$ cat config.mk
export PLATFORM = sky130hd
export DESIGN_NAME = uart_break_detect
export DESIGN_NICKNAME = d
export VERILOG_FILES = /design/src/rtl/brk_pkg.sv /design/src/rtl/brk_frame_classify.sv /design/src/rtl/brk_end_timer.sv /design/src/rtl/brk_status_irq.sv /design/src/rtl/uart_break_detect.sv
export SDC_FILE = /design/constraint.sdc
export NUM_CORES = 1
export LEC_CHECK = 0
export ABC_AREA = 1
export BUFFER_PORTS_ARGS = -buffer_cell sky130_fd_sc_hd__buf_4
export CAP_MARGIN = 20
export CELL_PAD_IN_SITES_DETAIL_PLACEMENT = 1
export CELL_PAD_IN_SITES_GLOBAL_PLACEMENT = 2
export CORE_UTILIZATION = 20
export CTS_BUF_LIST = sky130_fd_sc_hd__clkbuf_8
export DETAILED_ROUTE_END_ITERATION = 8
export PLACE_DENSITY_LB_ADDON = 0.1
export SYNTH_ARGS = -nofsm -noshare
export SYNTH_HDL_FRONTEND = slang
export SYNTH_SLANG_ARGS = --single-unit
$ cat constraint.sdc
create_clock -name clk -period 2.87 [get_ports clk]
set_clock_uncertainty 0.1 [all_clocks]
set_input_delay 0.287 -clock clk [delete_from_list [all_inputs] [get_ports clk]]
set_output_delay 0.287 -clock clk [all_outputs]
set_load 0.03 [all_outputs]
$ cat src/rtl/brk_pkg.sv
package brk_pkg;

    typedef enum logic {
        MODE_ASYNC = 1'b0,
        MODE_SYNC  = 1'b1
    } line_mode_e;

    typedef enum logic {
        ST_IDLE  = 1'b0,
        ST_BREAK = 1'b1
    } brk_state_e;

    localparam int ASYNC_END_TICKS = 2;
    localparam int SYNC_END_TICKS  = 1;

    function automatic int end_limit(line_mode_e m, int async_n, int sync_n);
        return (m == MODE_SYNC) ? sync_n : async_n;
    endfunction

    function automatic int max2(int a, int b);
        return (a > b) ? a : b;
    endfunction

endpackage

$ cat src/rtl/brk_frame_classify.sv
module brk_frame_classify #(
    parameter int DATA_W = 8
) (
    input  logic              frame_done,
    input  logic [DATA_W-1:0] frame_data,
    input  logic              frame_par,
    input  logic              frame_stop,
    input  logic              in_break,
    output logic              brk_frame,
    output logic              char_valid,
    output logic              frame_err
);
    logic all_low;

    always_comb begin
        all_low    = (frame_data == '0) && !frame_par && !frame_stop;
        brk_frame  = frame_done && !in_break && all_low;
        char_valid = frame_done && !in_break && !all_low && frame_stop;
        frame_err  = frame_done && !in_break && !all_low && !frame_stop;
    end

    // nothing leaves the receiver while a break is held
    always_comb begin
        if (in_break) begin
            a_quiet_r8: assert (!char_valid && !frame_err && !brk_frame);
        end
    end
endmodule

$ cat src/rtl/brk_end_timer.sv
module brk_end_timer
    import brk_pkg::*;
#(
    parameter int ASYNC_N = ASYNC_END_TICKS,
    parameter int SYNC_N  = SYNC_END_TICKS
) (
    input  logic       clk,
    input  logic       rst,
    input  logic       run,
    input  logic       tick,
    input  logic       rx_line,
    input  line_mode_e mode,
    output logic       end_evt
);
    localparam int CNT_MAX = max2(ASYNC_N, SYNC_N);
    localparam int CNT_W   = $clog2(CNT_MAX + 1);

    logic [CNT_W-1:0] high_cnt;
    logic             hit;

    always_comb begin
        hit     = (int'(high_cnt) + 1) >= end_limit(mode, ASYNC_N, SYNC_N);
        end_evt = run && tick && rx_line && hit;
    end

    always_ff @(posedge clk) begin
        if (rst || !run) begin
            high_cnt <= '0;
        end else if (tick) begin
            if (!rx_line || hit) high_cnt <= '0;
            else                 high_cnt <= high_cnt + 1'b1;
        end
    end

    // a low tick during a break always restarts the count
    p_low_restart_r5: assert property (@(posedge clk) disable iff (rst)
        (run && tick && !rx_line) |=> (high_cnt == '0));

    // the count never reaches the largest threshold
    p_cnt_bound_r3: assert property (@(posedge clk) disable iff (rst)
        int'(high_cnt) < CNT_MAX);
endmodule

$ cat src/rtl/brk_status_irq.sv
module brk_status_irq (
    input  logic clk,
    input  logic rst,
    input  logic set_evt,
    input  logic clr,
    input  logic mask,
    output logic status,
    output logic irq
);
    always_ff @(posedge clk) begin
        if (rst)          status <= 1'b0;
        else if (set_evt) status <= 1'b1;
        else if (clr)     status <= 1'b0;
    end

    assign irq = status & mask;

    // status is held until a clear arrives
    p_sticky_r6: assert property (@(posedge clk) disable iff (rst)
        (status && !clr) |=> status);

    // an edge wins over a clear in the same cycle
    p_set_wins_r6: assert property (@(posedge clk) disable iff (rst)
        set_evt |=> status);
endmodule

$ cat src/rtl/uart_break_detect.sv
module uart_break_detect
    import brk_pkg::*;
#(
    parameter int DATA_W  = 8,
    parameter int ASYNC_N = ASYNC_END_TICKS,
    parameter int SYNC_N  = SYNC_END_TICKS
) (
    input  logic              clk,
    input  logic              rst,
    input  logic              sync_mode,
    input  logic              os_tick,
    input  logic              rx_line,
    input  logic              frame_done,
    input  logic [DATA_W-1:0] frame_data,
    input  logic              frame_par,
    input  logic              frame_stop,
    input  logic              brk_mask,
    input  logic              stat_clr,
    output logic              brk_active,
    output logic              brk_status,
    output logic              brk_irq,
    output logic              char_valid,
    output logic              frame_err
);
    brk_state_e state_q;
    line_mode_e mode;
    logic       in_break;
    logic       start_evt;
    logic       end_evt;

    assign mode       = line_mode_e'(sync_mode);
    assign in_break   = (state_q == ST_BREAK);
    assign brk_active = in_break;

    brk_frame_classify #(.DATA_W(DATA_W)) u_classify (
        .frame_done (frame_done),
        .frame_data (frame_data),
        .frame_par  (frame_par),
        .frame_stop (frame_stop),
        .in_break   (in_break),
        .brk_frame  (start_evt),
        .char_valid (char_valid),
        .frame_err  (frame_err)
    );

    brk_end_timer #(.ASYNC_N(ASYNC_N), .SYNC_N(SYNC_N)) u_timer (
        .clk     (clk),
        .rst     (rst),
        .run     (in_break),
        .tick    (os_tick),
        .rx_line (rx_line),
        .mode    (mode),
        .end_evt (end_evt)
    );

    brk_status_irq u_status (
        .clk     (clk),
        .rst     (rst),
        .set_evt (start_evt | end_evt),
        .clr     (stat_clr),
        .mask    (brk_mask),
        .status  (brk_status),
        .irq     (brk_irq)
    );

    always_ff @(posedge clk) begin
        if (rst) begin
            state_q <= ST_IDLE;
        end else begin
            unique case (state_q)
                ST_IDLE:  if (start_evt) state_q <= ST_BREAK;
                ST_BREAK: if (end_evt)   state_q <= ST_IDLE;
                default:                 state_q <= ST_IDLE;
            endcase
        end
    end

    // a break only begins on a sampled stop bit
    p_start_from_frame_r1: assert property (@(posedge clk) disable iff (rst)
        $rose(brk_active) |-> $past(frame_done));

    // a break only ends on a tick that saw the line high
    p_end_on_high_r3: assert property (@(posedge clk) disable iff (rst)
        $fell(brk_active) |-> ($past(os_tick) && $past(rx_line)));

    // status only rises on a break edge
    p_status_on_edge_r10: assert property (@(posedge clk) disable iff (rst)
        $rose(brk_status) |-> ($past(start_evt) || $past(end_evt)));
endmodule

==> flow_metrics.py, run 1 <==
metrics = {
    "power_and_ir_drop": {
        "power.ir.vdd_worst_uv": 132,
        "clock_power_share_pct": 57.0,
        "switching_share_pct": 21.0,
        "internal_power_uw": 166,
        "power-per-cell-area_mw_per_mm2": 380,
        "total_switching_power_uw": 44.0,
        "leakage_uw": 0.000315,
        "power.total_uw": 210,
        "comb_power_share_pct": 16.3,
        "power.sequential.fraction_pct": 26.7,
    },
    "setup_path": {
        "worst_r2r_endpoint": "u_status.status",
        "setup.worst_path.start_class": "register",
        "criticalPathCategory": "reg2reg",
        "cp_data_arrival_time_ps": 1530,
        "worstPathRequired_ps": 2880,
        "rr_startpoint": "u_timer.high_cnt[0]",
        "cp_max_fo": 5,
        "worst_setup_path_end_kind": "register",
        "r2r_setup_slack_ps": 1350,
        "reg2regPathDepth": 8,
    },
    "logic_synthesis": {
        "synthDominantAreaCellType": "sky130_fd_sc_hd__dfxtp_1",
        "synth_common_cells": "sky130_fd_sc_hd__nand2_1, sky130_fd_sc_hd__inv_1, sky130_fd_sc_hd__nor2_1",
        "postSynthAreaPerCell_um2": 6.38,
        "synth.most_common_cell": "sky130_fd_sc_hd__nand2_1",
        "post_synth_instance_area_um2": 325,
        "async_flop_share_pct": 0,
        "yosysWarnings": 0,
        "postSynthRegisterBits": 4,
        "synthesis.nets": 73,
        "post-synth-top-area-fraction_pct": 24.6,
        "synth.yosys.seq_area_share_pct": 24.6,
        "synth_enable_flop_cells": 0,
        "synth_cell_types": 14,
        "synthesis.instances": 51,
        "postSynth.topFlopCell": "sky130_fd_sc_hd__dfxtp_1",
        "synth.top_cells.by_area": "sky130_fd_sc_hd__dfxtp_1, sky130_fd_sc_hd__nand2_1, sky130_fd_sc_hd__ha_1",
    },
    "timing": {
        "tightestPinTransition_ps": 208,
        "maxClockFrequency_mhz": 656,
        "post-route-min-period_ps": 1520,
        "final.setup.worst_slack_ps": 1350,
        "timing.final.max_slew_violations": 0,
        "grt_setup_unrepaired": "no",
        "relSlewSlack_pct": 86.1,
        "final.setup.tns_ps": 0,
        "timing.final.setup_violations": 0,
        "post-route-period-util_pct": 53.1,
        "finalHoldViolCount": 0,
    },
    "drt": {
        "detail_route.wirelength.met1_um": 345,
        "detailroute.wirelength.met2_um": 458,
        "detail_route.iter0.violations": 2,
        "dr_total_vias": 393,
        "route.met3.wl_um": 38,
        "uppermost_signal_routing_layer_after_detailed_routing": "met3",
        "drt-total-wl_um": 841,
        "route.detailed.wl_per_inst_um": 9.14,
        "drt_drc_violations_left": 0,
        "post_route_antenna_net_violation_count": 0,
        "drt_pre_antenna_iters": 2,
        "route.detailed.vias_per_inst": 4.27,
    },
    "hold_path": {
        "worstHoldStart": "os_tick",
        "worstHoldPathType": "in2reg",
        "hold-path-cell-count": 2,
        "hold_end": "u_timer.high_cnt[1]",
    },
    "placement": {
        "dp.final_hpwl_um": 746,
        "globalplace.congestion": 0.718,
        "io_buffers": 22,
        "detailedPlace.worstSlack_ps": 1330,
    },
    "global_routing": {
        "grt_pass1_vias": 419,
        "globalRouteOverflowTotal": 0,
        "grt_antenna_before_repair": 0,
        "maximum_number_of_pins_on_one_net_before_global_route_repair": 6,
        "grt_pass1_wl_um": 1510,
        "track_usage_pct": 10.9,
    },
    "clock_tree": {
        "clk_pin_slew_worst_paths_ps": 30,
        "post_cts_buffers": 0,
        "post_cts.resized_instances": 0,
        "htreeDepth": 1,
        "clock_tree.root_cell": "sky130_fd_sc_hd__clkbuf_8",
        "cts.hold.buffers_added": 0,
        "clock_latency_reported_for_the_late_side_of_the_worst_skew_pair_ps": 210,
        "numCtsBuffers": 3,
        "clockBufferDepth": 2,
        "tritoncts": "built",
        "cts.sink_count": 4,
    },
    "floorplanning": {
        "core_region_area_mm2": 0.00151,
        "die_x_um": 42.3,
        "die_height_um": 42.3,
        "initial_core_util_pct": 21.6,
        "die-area_mm2": 0.00179,
        "floorplan.rows": 14,
        "pin_count": 23,
    },
    "flow_run": {
        "drv.max_cap_violation_count": 0,
    },
    "layout": {
        "footprint_of_the_multi_input_gates_um2": 211,
        "design.final.nets": 100,
        "final-seq-area_um2": 80.1,
        "num_antenna_cells": 0,
        "post_route_cells_drive_above_1_share_pct": 39.5,
        "fillerInstances": 207,
        "layout-area-overhead-vs-synth_pct": 69.6,
    },
    "status": {
        "outcome": "finished clean",
    },
}
==> area by class of cell <==
| cell class | count | share of cell area (%) |
|---|---|---|
| Tap cell | 16 | 3.63 |
| Timing Repair Buffer | 22 | 29.9 |
| Clock buffer | 3 | 7.48 |
| Sequential cell | 4 | 14.5 |
| Multi-Input combinational cell | 38 | 38.3 |
| Inverter | 9 | 6.12 |
==> per-layer routing <==
layer  up-vias  GRT usage (%)
met5         -              0
met4         0           7.50
met3         0              0
met2        11           20.9
met1       176           11.3
li1        206              -
==> metrics by stage <==
step | hold WS, ps | cell area, um2 | instances | util [%]
2_1_floorplan | 280 | 325 | 51 | -
3_3_place_gp | 393 | 510 | 89 | 33.9
3_5_place_dp | 399 | 510 | 89 | 33.9
4_1_cts | 172 | 552 | 92 | 36.6
5_1_grt | 191 | 552 | 92 | 36.6
6_report | 175 | 552 | 92 | 36.6
==> layout by cell type (no fill, tap or decap) <==
master,count
sky130_fd_sc_hd__nand4_1,2
sky130_fd_sc_hd__nor2_2,4
sky130_fd_sc_hd__dfxtp_1,4
sky130_fd_sc_hd__ha_1,3
sky130_fd_sc_hd__nor2_1,6
sky130_fd_sc_hd__inv_2,1
sky130_fd_sc_hd__a21boi_1,1
sky130_fd_sc_hd__buf_4,22
sky130_fd_sc_hd__o21ai_0,1
sky130_fd_sc_hd__inv_1,8
sky130_fd_sc_hd__a21oi_1,1
sky130_fd_sc_hd__nand3_1,3
sky130_fd_sc_hd__nor3_1,1
sky130_fd_sc_hd__nand2_1,15
sky130_fd_sc_hd__fa_1,1
sky130_fd_sc_hd__clkbuf_8,3
==> worst max path at each step <==
stage | start | end | slack [ps] | cells past startpoint
2_1_floorplan | brk_active | frame_err | 1190 | 3
3_3_place_gp | u_timer.high_cnt[0] | u_status.status | 1350 | 8
3_5_place_dp | u_timer.high_cnt[0] | u_status.status | 1330 | 8
4_1_cts | u_timer.high_cnt[0] | u_status.status | 1330 | 8
5_1_grt | u_timer.high_cnt[0] | u_status.status | 1180 | 8
6_report | u_timer.high_cnt[0] | u_status.status | 1350 | 8
==> cell families after synthesis <==
logic type | after synthesis | synth area share, %
AND/OR/NAND/NOR | 31 | 41.9
buffers and inverters | 9 | 10.4
adder cells (fa/ha/maj) | 4 | 17.7
flip-flops | 4 | 24.6
AO/OA/AOI/OAI | 3 | 5.38
==> worst max-delay path, cell delays in order (launching register included) <==
cell and delay, ps:
sky130_fd_sc_hd__dfxtp_1 420, sky130_fd_sc_hd__ha_1 280, sky130_fd_sc_hd__ha_1 190, sky130_fd_sc_hd__nor2_2 150, sky130_fd_sc_hd__nand2_1 70, sky130_fd_sc_hd__nand2_1 70
sky130_fd_sc_hd__nand2_1 50, sky130_fd_sc_hd__nand2_1 50, sky130_fd_sc_hd__nand2_1 40
==> sequential cells by signal, indices dropped and copies added, names as in the netlist <==
name,count
brk_active,1
u_status.status,1
u_timer.high_cnt,2
==> power by group through the flow <==
stage / Sequential [uW] / Combinational (uW) / Clock [uW]
floorplan: 56.8 / 10.8 / 0
global placement: 56.8 / 34.5 / 0
detailed placement: 56.8 / 34.7 / 0
CTS: 56.0 / 34.8 / 124
global route: 56.0 / 38.3 / 125
finish: 56.0 / 34.2 / 119
(Power assumes the default switching activity.)
==> run 2: changes to the inputs <==
--- a/config.mk
+++ b/config.mk
@@ -10,7 +10,7 @@
 export CAP_MARGIN = 20
 export CELL_PAD_IN_SITES_DETAIL_PLACEMENT = 1
 export CELL_PAD_IN_SITES_GLOBAL_PLACEMENT = 2
-export CORE_UTILIZATION = 20
+export CORE_UTILIZATION = 17
 export CTS_BUF_LIST = sky130_fd_sc_hd__clkbuf_8
 export DETAILED_ROUTE_END_ITERATION = 8
 export PLACE_DENSITY_LB_ADDON = 0.1
==> constraint.sdc (replaced) <==
create_clock -name clk -period 1.4 [get_ports clk]
set_clock_uncertainty 0.1 [all_clocks]
set_input_delay 0.14 -clock clk [delete_from_list [all_inputs] [get_ports clk]]
set_output_delay 0.14 -clock clk [all_outputs]
set_load 0.03 [all_outputs]
==> run 2 against run 1 <==
  * Register-to-register slack worse by 1300 ps
  * Sequential share of layout area is 0.40 points lower
  * Design area grew 9.3%
  * Critical endpoint unchanged
  * Largest cell class unchanged
==> flow_metrics.py, run 2 (synthesis results as in run 1) <==
metrics = {
    "layout": {
        "post_route_cells_drive_above_1_share_pct": 48.1,
        "layout-area-overhead-vs-synth_pct": 85.4,
        "num_antenna_cells": 0,
        "utilization_pct": 34.2,
        "most-common-layout-cells": "sky130_fd_sc_hd__buf_4, sky130_fd_sc_hd__nand2_1, sky130_fd_sc_hd__inv_1",
        "design.final.nets": 101,
        "max_flop_register": "u_timer.high_cnt",
        "most_common_cell_after_layout_fill_and_taps_aside": "sky130_fd_sc_hd__buf_4",
        "flip_flop_count_of_the_largest_register_after_layout": 2,
        "final_cells": 102,
    },
    "floorplanning": {
        "die_x_um": 45.7,
        "die_height_um": 45.7,
        "die-area_mm2": 0.00209,
        "pin_count": 23,
        "core_region_area_mm2": 0.00176,
        "initial_core_util_pct": 18.4,
        "floorplan.rows": 15,
    },
    "placement": {
        "dp.final_hpwl_um": 763,
        "io_buffers": 22,
        "dpl.cell_count": 99,
        "globalplace.congestion": 0.736,
    },
    "timing": {
        "post-route-min-period_ps": 1380,
        "maxClockFrequency_mhz": 726,
        "grt_setup_unrepaired": "yes",
        "finalHoldViolCount": 0,
        "timing.final.max_slew_violations": 0,
        "post-route-period-util_pct": 98.4,
        "timing.final.setup_violations": 0,
        "relSlewSlack_pct": 90.8,
        "tightestPinTransition_ps": 136,
    },
    "power_and_ir_drop": {
        "power-per-cell-area_mw_per_mm2": 722,
        "power.ir.vdd_worst_uv": 271,
        "leakage_uw": 0.000319,
    },
    "setup_path": {
        "cp_data_arrival_time_ps": 1390,
        "cp_max_fo": 4,
        "path_delay_family": "adder cells",
        "worst_setup_path_end_kind": "register",
        "cpMaxStageDelayCell": "sky130_fd_sc_hd__fa_1",
        "setup.worst_path.start_class": "register",
        "criticalPathCategory": "reg2reg",
        "worstPathRequired_ps": 1410,
        "rr_startpoint": "u_timer.high_cnt[0]",
        "critPathMaxStageDelay_ps": 460,
        "timing.critical_path.cells": "fa_1 -> nand2_2 -> nand2_1 -> nand2_1 -> nand2_1 -> nand2_1 -> nand2_1",
        "reg2regPathDepth": 7,
        "worst_r2r_endpoint": "u_status.status",
        "cp_num_buf_inv": 0,
        "r2r_setup_slack_ps": 20,
        "path_common_cell": "sky130_fd_sc_hd__nand2_1",
    },
    "hold_path": {
        "hold-path-cell-count": 2,
        "worstHoldStart": "os_tick",
        "hold_end": "u_timer.high_cnt[1]",
        "worstHoldPathType": "in2reg",
    },
    "global_routing": {
        "grt_antenna_before_repair": 0,
        "grt_pass1_vias": 337,
        "maximum_number_of_pins_on_one_net_before_global_route_repair": 5,
        "grt_pass1_wl_um": 1350,
        "track_usage_pct": 9.78,
        "globalRouteOverflowTotal": 0,
    },
    "clock_tree": {
        "htreeDepth": 1,
        "post_cts_buffers": 0,
        "clockBufferDepth": 2,
        "clk_pin_slew_worst_paths_ps": 30,
        "tritoncts": "built",
        "clock_tree.root_cell": "sky130_fd_sc_hd__clkbuf_8",
        "cts.hold.buffers_added": 0,
        "cts.sink_count": 4,
        "clock_latency_reported_for_the_late_side_of_the_worst_skew_pair_ps": 220,
        "numCtsBuffers": 3,
    },
    "flow_run": {
        "drv.max_cap_violation_count": 0,
    },
    "drt": {
        "drt_pre_antenna_iters": 3,
        "detail_route.iter0.violations": 5,
        "route.detailed.wl_per_inst_um": 8.85,
        "post_route_antenna_net_violation_count": 0,
        "drt-total-wl_um": 903,
        "drt_drc_violations_left": 0,
        "route.detailed.vias_per_inst": 3.97,
        "dr_total_vias": 405,
    },
    "status": {
        "outcome": "finished clean",
    },
}
==> run 2: cell types whose count changed in the layout (fill, tap and decap cells not counted), sizes merged <==
cell | previous run | this run
buf | 22 | 23
==> run 2: worst register-to-register path, stage by stage, from the launching register on <==
cell,delay (ps)
sky130_fd_sc_hd__dfxtp_4,350
sky130_fd_sc_hd__fa_1,460
sky130_fd_sc_hd__nand2_2,90
sky130_fd_sc_hd__nand2_1,50
sky130_fd_sc_hd__nand2_1,70
sky130_fd_sc_hd__nand2_1,50
sky130_fd_sc_hd__nand2_1,50
sky130_fd_sc_hd__nand2_1,40
==> run 2: what timing repair did <==
action,in CTS,in global routing
hold endpoints to repair,0,0
setup endpoints to repair,1,2
gates resized for setup,5,1
pin swaps,1,1
==> run 2: final cells by class <==
type / count / area [um2]
Sequential cell: 4 / 85.1
Tap cell: 25 / 31.3
Timing Repair Buffer: 23 / 173
Fill cell: 248 / 1160
Inverter: 9 / 33.8
Multi-Input combinational cell: 38 / 239
Clock buffer: 3 / 41.3
==> run 2: metrics by stage <==
| step | setup TNS (ps) | setup slack [ps] | hold WS [ps] | power (uW) | instance area (um2) |
|---|---|---|---|---|---|
| detailed placement | -76.5 | -76.5 | 245 | 188 | 536 |
| finish | 0 | 23.0 | 7.09 | 436 | 603 |
| global route | -86.1 | -51.8 | 19.3 | 457 | 603 |
| CTS | 0 | 0.526 | 4.97 | 443 | 598 |
| floorplan | 0 | 19.5 | 133 | 139 | 332 |
| global placement | -18.5 | -18.5 | 242 | 189 | 536 |
==> run 2: how the worst max path moves through the flow <==
stage / cells after the start / to / startpoint
global route: 8 / u_status.status / u_timer.high_cnt[0]
finish: 7 / u_status.status / u_timer.high_cnt[0]
detailed placement: 8 / u_status.status / u_timer.high_cnt[0]
floorplan: 8 / u_status.status / u_timer.high_cnt[0]
global placement: 8 / u_status.status / u_timer.high_cnt[0]
CTS: 7 / u_status.status / u_timer.high_cnt[0]
==> run 2: power by group <==
| part | switching, uW | internal, uW | total [uW] |
|---|---|---|---|
| clock network | 67.8 | 184 | 252 |
| logic | 29.3 | 41.7 | 71.0 |
| registers | 0.0356 | 113 | 113 |
==> run 2: layer usage <==
layer | wire, um | part of all wire (%) | track usage, % | up-vias
met2 | 429 | 48 | 12.9 | 13
met1 | 377 | 42 | 11.4 | 178
met5 | 0 | 0 | 0 | -
met3 | 53 | 5.9 | 4.76 | 4
met4 | 43 | 4.8 | 8.82 | 0
li1 | - | - | - | 210
